--- src/rtl/gpio_bank_pkg.sv ---
package gpio_bank_pkg;
  localparam int REG_W     = 32;
  localparam int MAX_WORDS = 6;
  localparam int NUM_GRPS  = 13;

  localparam logic [11:0] OFS_CFG = 12'h000;

  typedef enum logic [3:0] {
    GRP_LEVEL, GRP_DIR, GRP_SET, GRP_CLR, GRP_RISE, GRP_FALL, GRP_BYP,
    GRP_MASK, GRP_STAT, GRP_TYPE, GRP_POL, GRP_WMASK, GRP_WSTAT, GRP_NONE
  } grp_e;

  localparam logic [11:0] GRP_BASE [NUM_GRPS] = '{
    12'h004, 12'h01c, 12'h034, 12'h04c, 12'h064, 12'h07c, 12'h094,
    12'h0ac, 12'h0c4, 12'h300, 12'h318, 12'h400, 12'h418
  };

  typedef struct packed {
    logic       hit;
    grp_e       grp;
    logic [2:0] word;
  } dec_t;

  function automatic dec_t decode_addr(input logic [11:0] a, input int words);
    dec_t d;
    logic [11:0] rel;
    d = '{hit: 1'b0, grp: GRP_NONE, word: 3'd0};
    for (int i = 0; i < NUM_GRPS; i++) begin
      rel = a - GRP_BASE[i];
      if (a >= GRP_BASE[i] && rel < 12'(4 * words) && a[1:0] == 2'b00) begin
        d.hit  = 1'b1;
        d.grp  = grp_e'(4'(i));
        d.word = rel[4:2];
      end
    end
    return d;
  endfunction
endpackage

--- src/rtl/gpio_sync.sv ---
module gpio_sync #(
  parameter int W = 32
) (
  input  logic         clk,
  input  logic         rst_n,
  input  logic [W-1:0] d,
  output logic [W-1:0] q,
  output logic [W-1:0] q_prev
);
  logic [W-1:0] meta;

  always_ff @(posedge clk) begin
    if (!rst_n) begin
      meta   <= '0;
      q      <= '0;
      q_prev <= '0;
    end else begin
      meta   <= d;
      q      <= meta;
      q_prev <= q;
    end
  end
endmodule

--- src/rtl/gpio_word.sv ---
module gpio_word
  import gpio_bank_pkg::*;
#(
  parameter logic [REG_W-1:0] VALID = '1
) (
  input  logic             clk,
  input  logic             rst_n,
  input  logic             wr_en,
  input  grp_e             grp,
  input  logic [REG_W-1:0] wdata,
  input  logic [REG_W-1:0] lvl,
  input  logic [REG_W-1:0] lvl_prev,
  output logic [REG_W-1:0] rdata,
  output logic [REG_W-1:0] dir_q,
  output logic [REG_W-1:0] out_q,
  output logic [REG_W-1:0] mask_q,
  output logic             irq_any
);
  logic [REG_W-1:0] rise_q, fall_q, byp_q, stat_q, type_q, pol_q, wmask_q, wstat_q;
  logic [REG_W-1:0] rising, falling, edge_hit, level_hit, trig, wd;
  logic [REG_W-1:0] stat_clr, wstat_clr;

  assign wd        = wdata & VALID;
  assign rising    = lvl & ~lvl_prev;
  assign falling   = ~lvl & lvl_prev;
  assign edge_hit  = (rise_q & rising) | (fall_q & falling);
  assign level_hit = lvl ^ pol_q;
  assign trig      = ((type_q & level_hit) | (~type_q & edge_hit)) & VALID;
  assign stat_clr  = (wr_en && grp == GRP_STAT)  ? wd : '0;
  assign wstat_clr = (wr_en && grp == GRP_WSTAT) ? wd : '0;
  assign irq_any   = |(stat_q & mask_q);

  always_ff @(posedge clk) begin
    if (!rst_n) begin
      dir_q <= '0; out_q <= '0; rise_q <= '0; fall_q <= '0; byp_q <= '0;
      mask_q <= '0; type_q <= '0; pol_q <= '0; wmask_q <= '0;
      stat_q <= '0; wstat_q <= '0;
    end else begin
      if (wr_en) begin
        case (grp)
          GRP_DIR:   dir_q   <= wd;
          GRP_SET:   out_q   <= out_q | wd;
          GRP_CLR:   out_q   <= out_q & ~wd;
          GRP_RISE:  rise_q  <= wd;
          GRP_FALL:  fall_q  <= wd;
          GRP_BYP:   byp_q   <= wd;
          GRP_MASK:  mask_q  <= wd;
          GRP_TYPE:  type_q  <= wd;
          GRP_POL:   pol_q   <= wd;
          GRP_WMASK: wmask_q <= wd;
          default: ;
        endcase
      end
      stat_q  <= (stat_q & ~stat_clr) | trig;
      wstat_q <= (wstat_q & ~wstat_clr) | (trig & wmask_q);
    end
  end

  always_comb begin
    case (grp)
      GRP_LEVEL: rdata = lvl & VALID;
      GRP_DIR:   rdata = dir_q;
      GRP_RISE:  rdata = rise_q;
      GRP_FALL:  rdata = fall_q;
      GRP_BYP:   rdata = byp_q;
      GRP_MASK:  rdata = mask_q;
      GRP_STAT:  rdata = stat_q;
      GRP_TYPE:  rdata = type_q;
      GRP_POL:   rdata = pol_q;
      GRP_WMASK: rdata = wmask_q;
      GRP_WSTAT: rdata = wstat_q;
      default:   rdata = '0;
    endcase
  end
endmodule

--- src/rtl/gpio_bank_irq.sv ---
module gpio_bank_irq
  import gpio_bank_pkg::*;
#(
  parameter int NUM_PINS = 64
) (
  input  logic                clk,
  input  logic                rst_n,
  input  logic                bus_sel,
  input  logic                bus_wr,
  input  logic [11:0]         bus_addr,
  input  logic [31:0]         bus_wdata,
  output logic [31:0]         bus_rdata,
  input  logic [NUM_PINS-1:0] pin_in,
  output logic [NUM_PINS-1:0] pin_out,
  output logic [NUM_PINS-1:0] pin_oe,
  output logic                irq_out
);
  localparam int WORDS = (NUM_PINS + REG_W - 1) / REG_W;
  localparam int PADW  = WORDS * REG_W;

  logic [PADW-1:0]  pin_pad, lvl_flat, lvl_prev_flat, dir_flat, out_flat, mask_flat;
  logic [REG_W-1:0] word_rd [WORDS];
  logic [WORDS-1:0] word_irq;
  logic [REG_W-1:0] cfg_q, rd_sel;
  dec_t             dec;

  assign pin_pad = PADW'(pin_in);
  assign dec     = decode_addr(bus_addr, WORDS);

  gpio_sync #(.W(PADW)) u_sync (
    .clk(clk), .rst_n(rst_n), .d(pin_pad), .q(lvl_flat), .q_prev(lvl_prev_flat)
  );

  for (genvar w = 0; w < WORDS; w++) begin : g_word
    localparam int NV = (NUM_PINS - REG_W * w > REG_W) ? REG_W : NUM_PINS - REG_W * w;
    localparam logic [REG_W-1:0] VM = (NV == REG_W) ? '1 : ((32'd1 << NV) - 32'd1);
    logic wr_w;
    assign wr_w = bus_sel && bus_wr && dec.hit && (dec.word == 3'(w));
    gpio_word #(.VALID(VM)) u_word (
      .clk(clk), .rst_n(rst_n), .wr_en(wr_w), .grp(dec.grp), .wdata(bus_wdata),
      .lvl(lvl_flat[REG_W*w +: REG_W]), .lvl_prev(lvl_prev_flat[REG_W*w +: REG_W]),
      .rdata(word_rd[w]), .dir_q(dir_flat[REG_W*w +: REG_W]),
      .out_q(out_flat[REG_W*w +: REG_W]), .mask_q(mask_flat[REG_W*w +: REG_W]),
      .irq_any(word_irq[w])
    );
  end

  always_comb begin
    rd_sel = '0;
    if (bus_addr == OFS_CFG) rd_sel = cfg_q;
    else if (dec.hit)
      for (int w = 0; w < WORDS; w++)
        if (dec.word == 3'(w)) rd_sel = word_rd[w];
  end

  always_ff @(posedge clk) begin
    if (!rst_n) begin
      cfg_q     <= '0;
      bus_rdata <= '0;
    end else begin
      if (bus_sel && bus_wr && bus_addr == OFS_CFG) cfg_q <= bus_wdata;
      if (bus_sel && !bus_wr) bus_rdata <= rd_sel;
    end
  end

  assign pin_out = out_flat[NUM_PINS-1:0];
  assign pin_oe  = dir_flat[NUM_PINS-1:0];
  assign irq_out = |word_irq;
endmodule

--- config.mk ---
export PLATFORM = sky130hd
export DESIGN_NAME = gpio_bank_irq
export DESIGN_NICKNAME = d
export VERILOG_FILES = /design/src/rtl/gpio_bank_pkg.sv /design/src/rtl/gpio_sync.sv /design/src/rtl/gpio_word.sv /design/src/rtl/gpio_bank_irq.sv
export SDC_FILE = /design/constraint.sdc
export NUM_CORES = 2
export LEC_CHECK = 0
export ABC_AREA = 1
export BUFFER_PORTS_ARGS = -buffer_cell sky130_fd_sc_hd__clkbuf_2
export CORE_MARGIN = 1.5
export CORE_UTILIZATION = 55
export CTS_CLUSTER_DIAMETER = 80
export DETAILED_ROUTE_END_ITERATION = 8
export PLACE_DENSITY = 0.73
export SLEW_MARGIN = 40
export SYNTH_ARGS = -nofsm -noshare
export SYNTH_HDL_FRONTEND = slang
export SYNTH_SLANG_ARGS = --single-unit
--- constraint.sdc ---
create_clock -name clk -period 2.7 [get_ports clk]
set_input_delay 0 -clock clk [delete_from_list [all_inputs] [get_ports clk]]
set_output_delay 0 -clock clk [all_outputs]
set_load 0.005 [all_outputs]
==> results.json <==
{
  "utilization_pct": 65.9,
  "drv_slew": 0,
  "synth-seq-cells": 960,
  "muxShareOfSynthArea_pct": 0,
  "antenna_found_initial": 4,
  "fin_total_pwr_mw": 30.0,
  "endpoint_kind": "output pin",
  "setup.worst_path.class": "reg -> out",
  "via_per_inst": 5.63,
  "cap_violations": 0,
  "synth_compound_area_share_pct": 15.2,
  "power.density_mw_per_mm2": 574,
  "crit_slowest_cell": "or3_4",
  "leakage_nw": 22.9,
  "ios": 273,
  "gp_congestion": 0.956,
  "yosys_warnings": 0,
  "die_w_microns": 287,
  "final_cell_mix": "1427 x nor2_1, 1284 x nand2_1, 960 x dfxtp_1",
  "rows": 103,
  "layout_commonest_cell": "nor2_1",
  "synth_flop_cell": "dfxtp_1",
  "drt_iter0_drc": 4995,
  "ir_drop_mv": 0.519,
  "hold_path.class": "in -> reg",
  "clkTransAtPathRegs_ns": 0.06,
  "syn_inst": 6642,
  "start_kind": "register",
  "clock_path_buffers": 3,
  "synthTopCellsByArea": "dfxtp_1 43%, nor2_1 12%, nand2_1 11%",
  "cts_root_buffer": "clkbuf_16",
  "finalSetupViolCount": 0,
  "relSlewSlack_pct": 38.9,
  "async_flop_share_pct": 0,
  "routed_wl_mm": 160,
  "clock_sinks": 960,
  "drc_errors": 0,
  "dieArea_sq_mm": 0.0821,
  "avgRoutedWirePerCell_microns": 19.9,
  "insertion_delay_ns": 0.67,
  "finalSetupTns_ns": 0,
  "hold_viol": 0,
  "gr-total-overflow": 0,
  "cts_tree": "done",
  "min_period_over_period_pct": 98.8,
  "syn_to_final_growth_pct": 18.0,
  "grt_max_degree": 170,
  "cts_setup_buffers": 0,
  "avgSynthCellArea_sq_um": 6.66,
  "rsz0062_at_grt": "no",
  "synth_seq_area_share_pct": 43.5,
  "ys_types": 45,
  "core-area_sq_mm": 0.0793,
  "path_cells": "inv_1 > o22ai_1 > nor3_1 > nand4_1 > or3_4 > clkbuf_2",
  "port_buffers": 272,
  "synth.largest_area_cell": "dfxtp_1",
  "grt_pass1_wl_mm": 244,
  "critPathMaxStageDelay_ns": 0.53,
  "grt_pass1_vias": 42400,
  "synth_fp_nets": 6764,
  "synthXorXnorAreaFrac_pct": 0.614,
  "synth-edff-count": 0,
  "route.antenna.remaining_nets": 0,
  "finClkSkew_ns": 0.0416,
  "worst-endpoint-required_ns": 2.70,
  "htree_levels": 3,
  "synth_top_area_share_pct": 43.5,
  "fin_nets": 7059,
  "cp_max_fo": 2,
  "die_height_microns": 287,
  "max_freq_mhz": 375,
  "vias": 45500,
  "grt_usage_pct": 38.1,
  "status": "finished clean",
  "hpwlAfterDp_mm": 104,
  "synth_area_sq_mm": 0.0442,
  "dr.pass1.iters": 8,
  "cts_buffers": 101,
  "worst_ep_arrival_time_ns": 2.67,
  "yosys.area_share.simple_pct": 29.8,
  "synthAdderAreaFrac_pct": 0.283,
  "initial_core_util_pct": 55.8,
  "drive_gt1_share_pct": 12.0,
  "tightest_slew_ns": 0.917,
  "synth_top_family_by_area": "simple AND/OR/NAND/NOR gates",
  "period_minus_slack_ns": 2.67
}
## synth_stat cells, types with 2 or more instances
| master | number |
|---|---|
| o21ai_0 | 739 |
| nor2_1 | 1430 |
| nor2_2 | 8 |
| nand3_1 | 240 |
| nand3b_1 | 3 |
| a211oi_1 | 3 |
| or2_2 | 33 |
| clkinv_1 | 3 |
| buf_1 | 28 |
| nand2_2 | 12 |
| o211ai_1 | 52 |
| a31oi_1 | 2 |
| nor2_4 | 11 |
| inv_1 | 697 |
| nand2_4 | 6 |
| o2111ai_1 | 4 |
| ha_1 | 10 |
| nor3_1 | 9 |
| o21ai_1 | 73 |
| inv_4 | 6 |
| a21oi_2 | 2 |
| inv_2 | 17 |
| dfxtp_1 | 960 |
| xor2_1 | 31 |
| buf_6 | 18 |
| buf_2 | 108 |
| nand2_1 | 1287 |
| a21oi_1 | 240 |
| buf_4 | 9 |
| nor4_1 | 4 |
| clkbuf_2 | 15 |
| o311ai_0 | 32 |
| o22ai_1 | 79 |
| nand4_1 | 176 |
| clkbuf_1 | 265 |
| o31ai_1 | 21 |
## power breakdown
part / switching (mW) / leakage (nW) / internal (mW)
Sequential: 0.0999 / 7.77 / 14.3
Clock: 5.86 / 1.65 / 8.17
Combinational: 1.05 / 13.5 / 0.461
## final timing paths
path / start / to / slack [ns] / cells after the start
worst min-delay path: pin_in[56] / u_sync.meta[56]$_SDFF_PN0_ / 0.05 / 4
worst max register to register: u_sync.q[7]$_SDFF_PN0_ / bus_rdata[7]$_SDFFE_PN0P_ / 1.23 / 7
worst min register to register: u_sync.meta[48]$_SDFF_PN0_ / u_sync.q[48]$_SDFF_PN0_ / 0.41 / 2
worst max-delay path: g_word[0].u_word.stat_q[14]$_SDFF_PN0_ / irq_out / 0.03 / 6
## stage by stage
step / std cells / instance area (sq um) / hold WS [ns] / worst slack [ns]
detailed placement: 7815 / 48100 / 0.185 / -0.286
global placement: 7814 / 48100 / 0.180 / -0.258
global route: 8067 / 52200 / 0.0486 / 0.000799
finish: 8070 / 52200 / 0.0499 / 0.0312
floorplan: 6642 / 44200 / 0.0976 / 0.259
CTS: 8066 / 52200 / 0.0129 / 0.0695
## final cells by class
type                       count  area [sq um]
clock buffer                 147          2970
multi-input combinational   4515         20400
antenna                        3          7.51
clock inverter                36           368
timing repair buffer         636          5220
tap                         1050          1310
inverter                     723          2730
sequential                   960         19200
fill                        7063         27100
## worst max-delay path, delay by kind of cell, from the launching register on
family          cells  cell delay, ns
simple gates        3            1.36
flops               1            0.32
buf+inv             2            0.20
compound gates      1            0.12
## kinds of logic (layout without fill, tap and decap cells)
logic type               Yosys count  in the layout
adder cells (fa/ha/maj)           10             10
AO/OA/AOI/OAI                   1251           1251
other                              0              3
flip-flops                       960            960
AND/OR/NAND/NOR                 3223           3223
buffers and inverters           1167           1542
XOR/XNOR                          31             31
## what timing repair did
action,4_1_cts,5_1_grt
setup endpoints to repair,1,1
gates resized for setup,1,4
pin swaps,0,2
hold endpoints to repair,126,1
hold buffers,68,1
## routing by layer
metal  track usage, %  share of wire, %  wire length (microns)  vias to the layer above
met4             20.7               5.9                   9520                        4
met2             60.0                44                  70500                     2440
met3             6.91                10                  16700                      501
li1                 -                 -                      -                    21700
met1             49.5                40                  63500                    20800
met5                0             0.021                     34                        -
(Power assumes the default switching activity.)
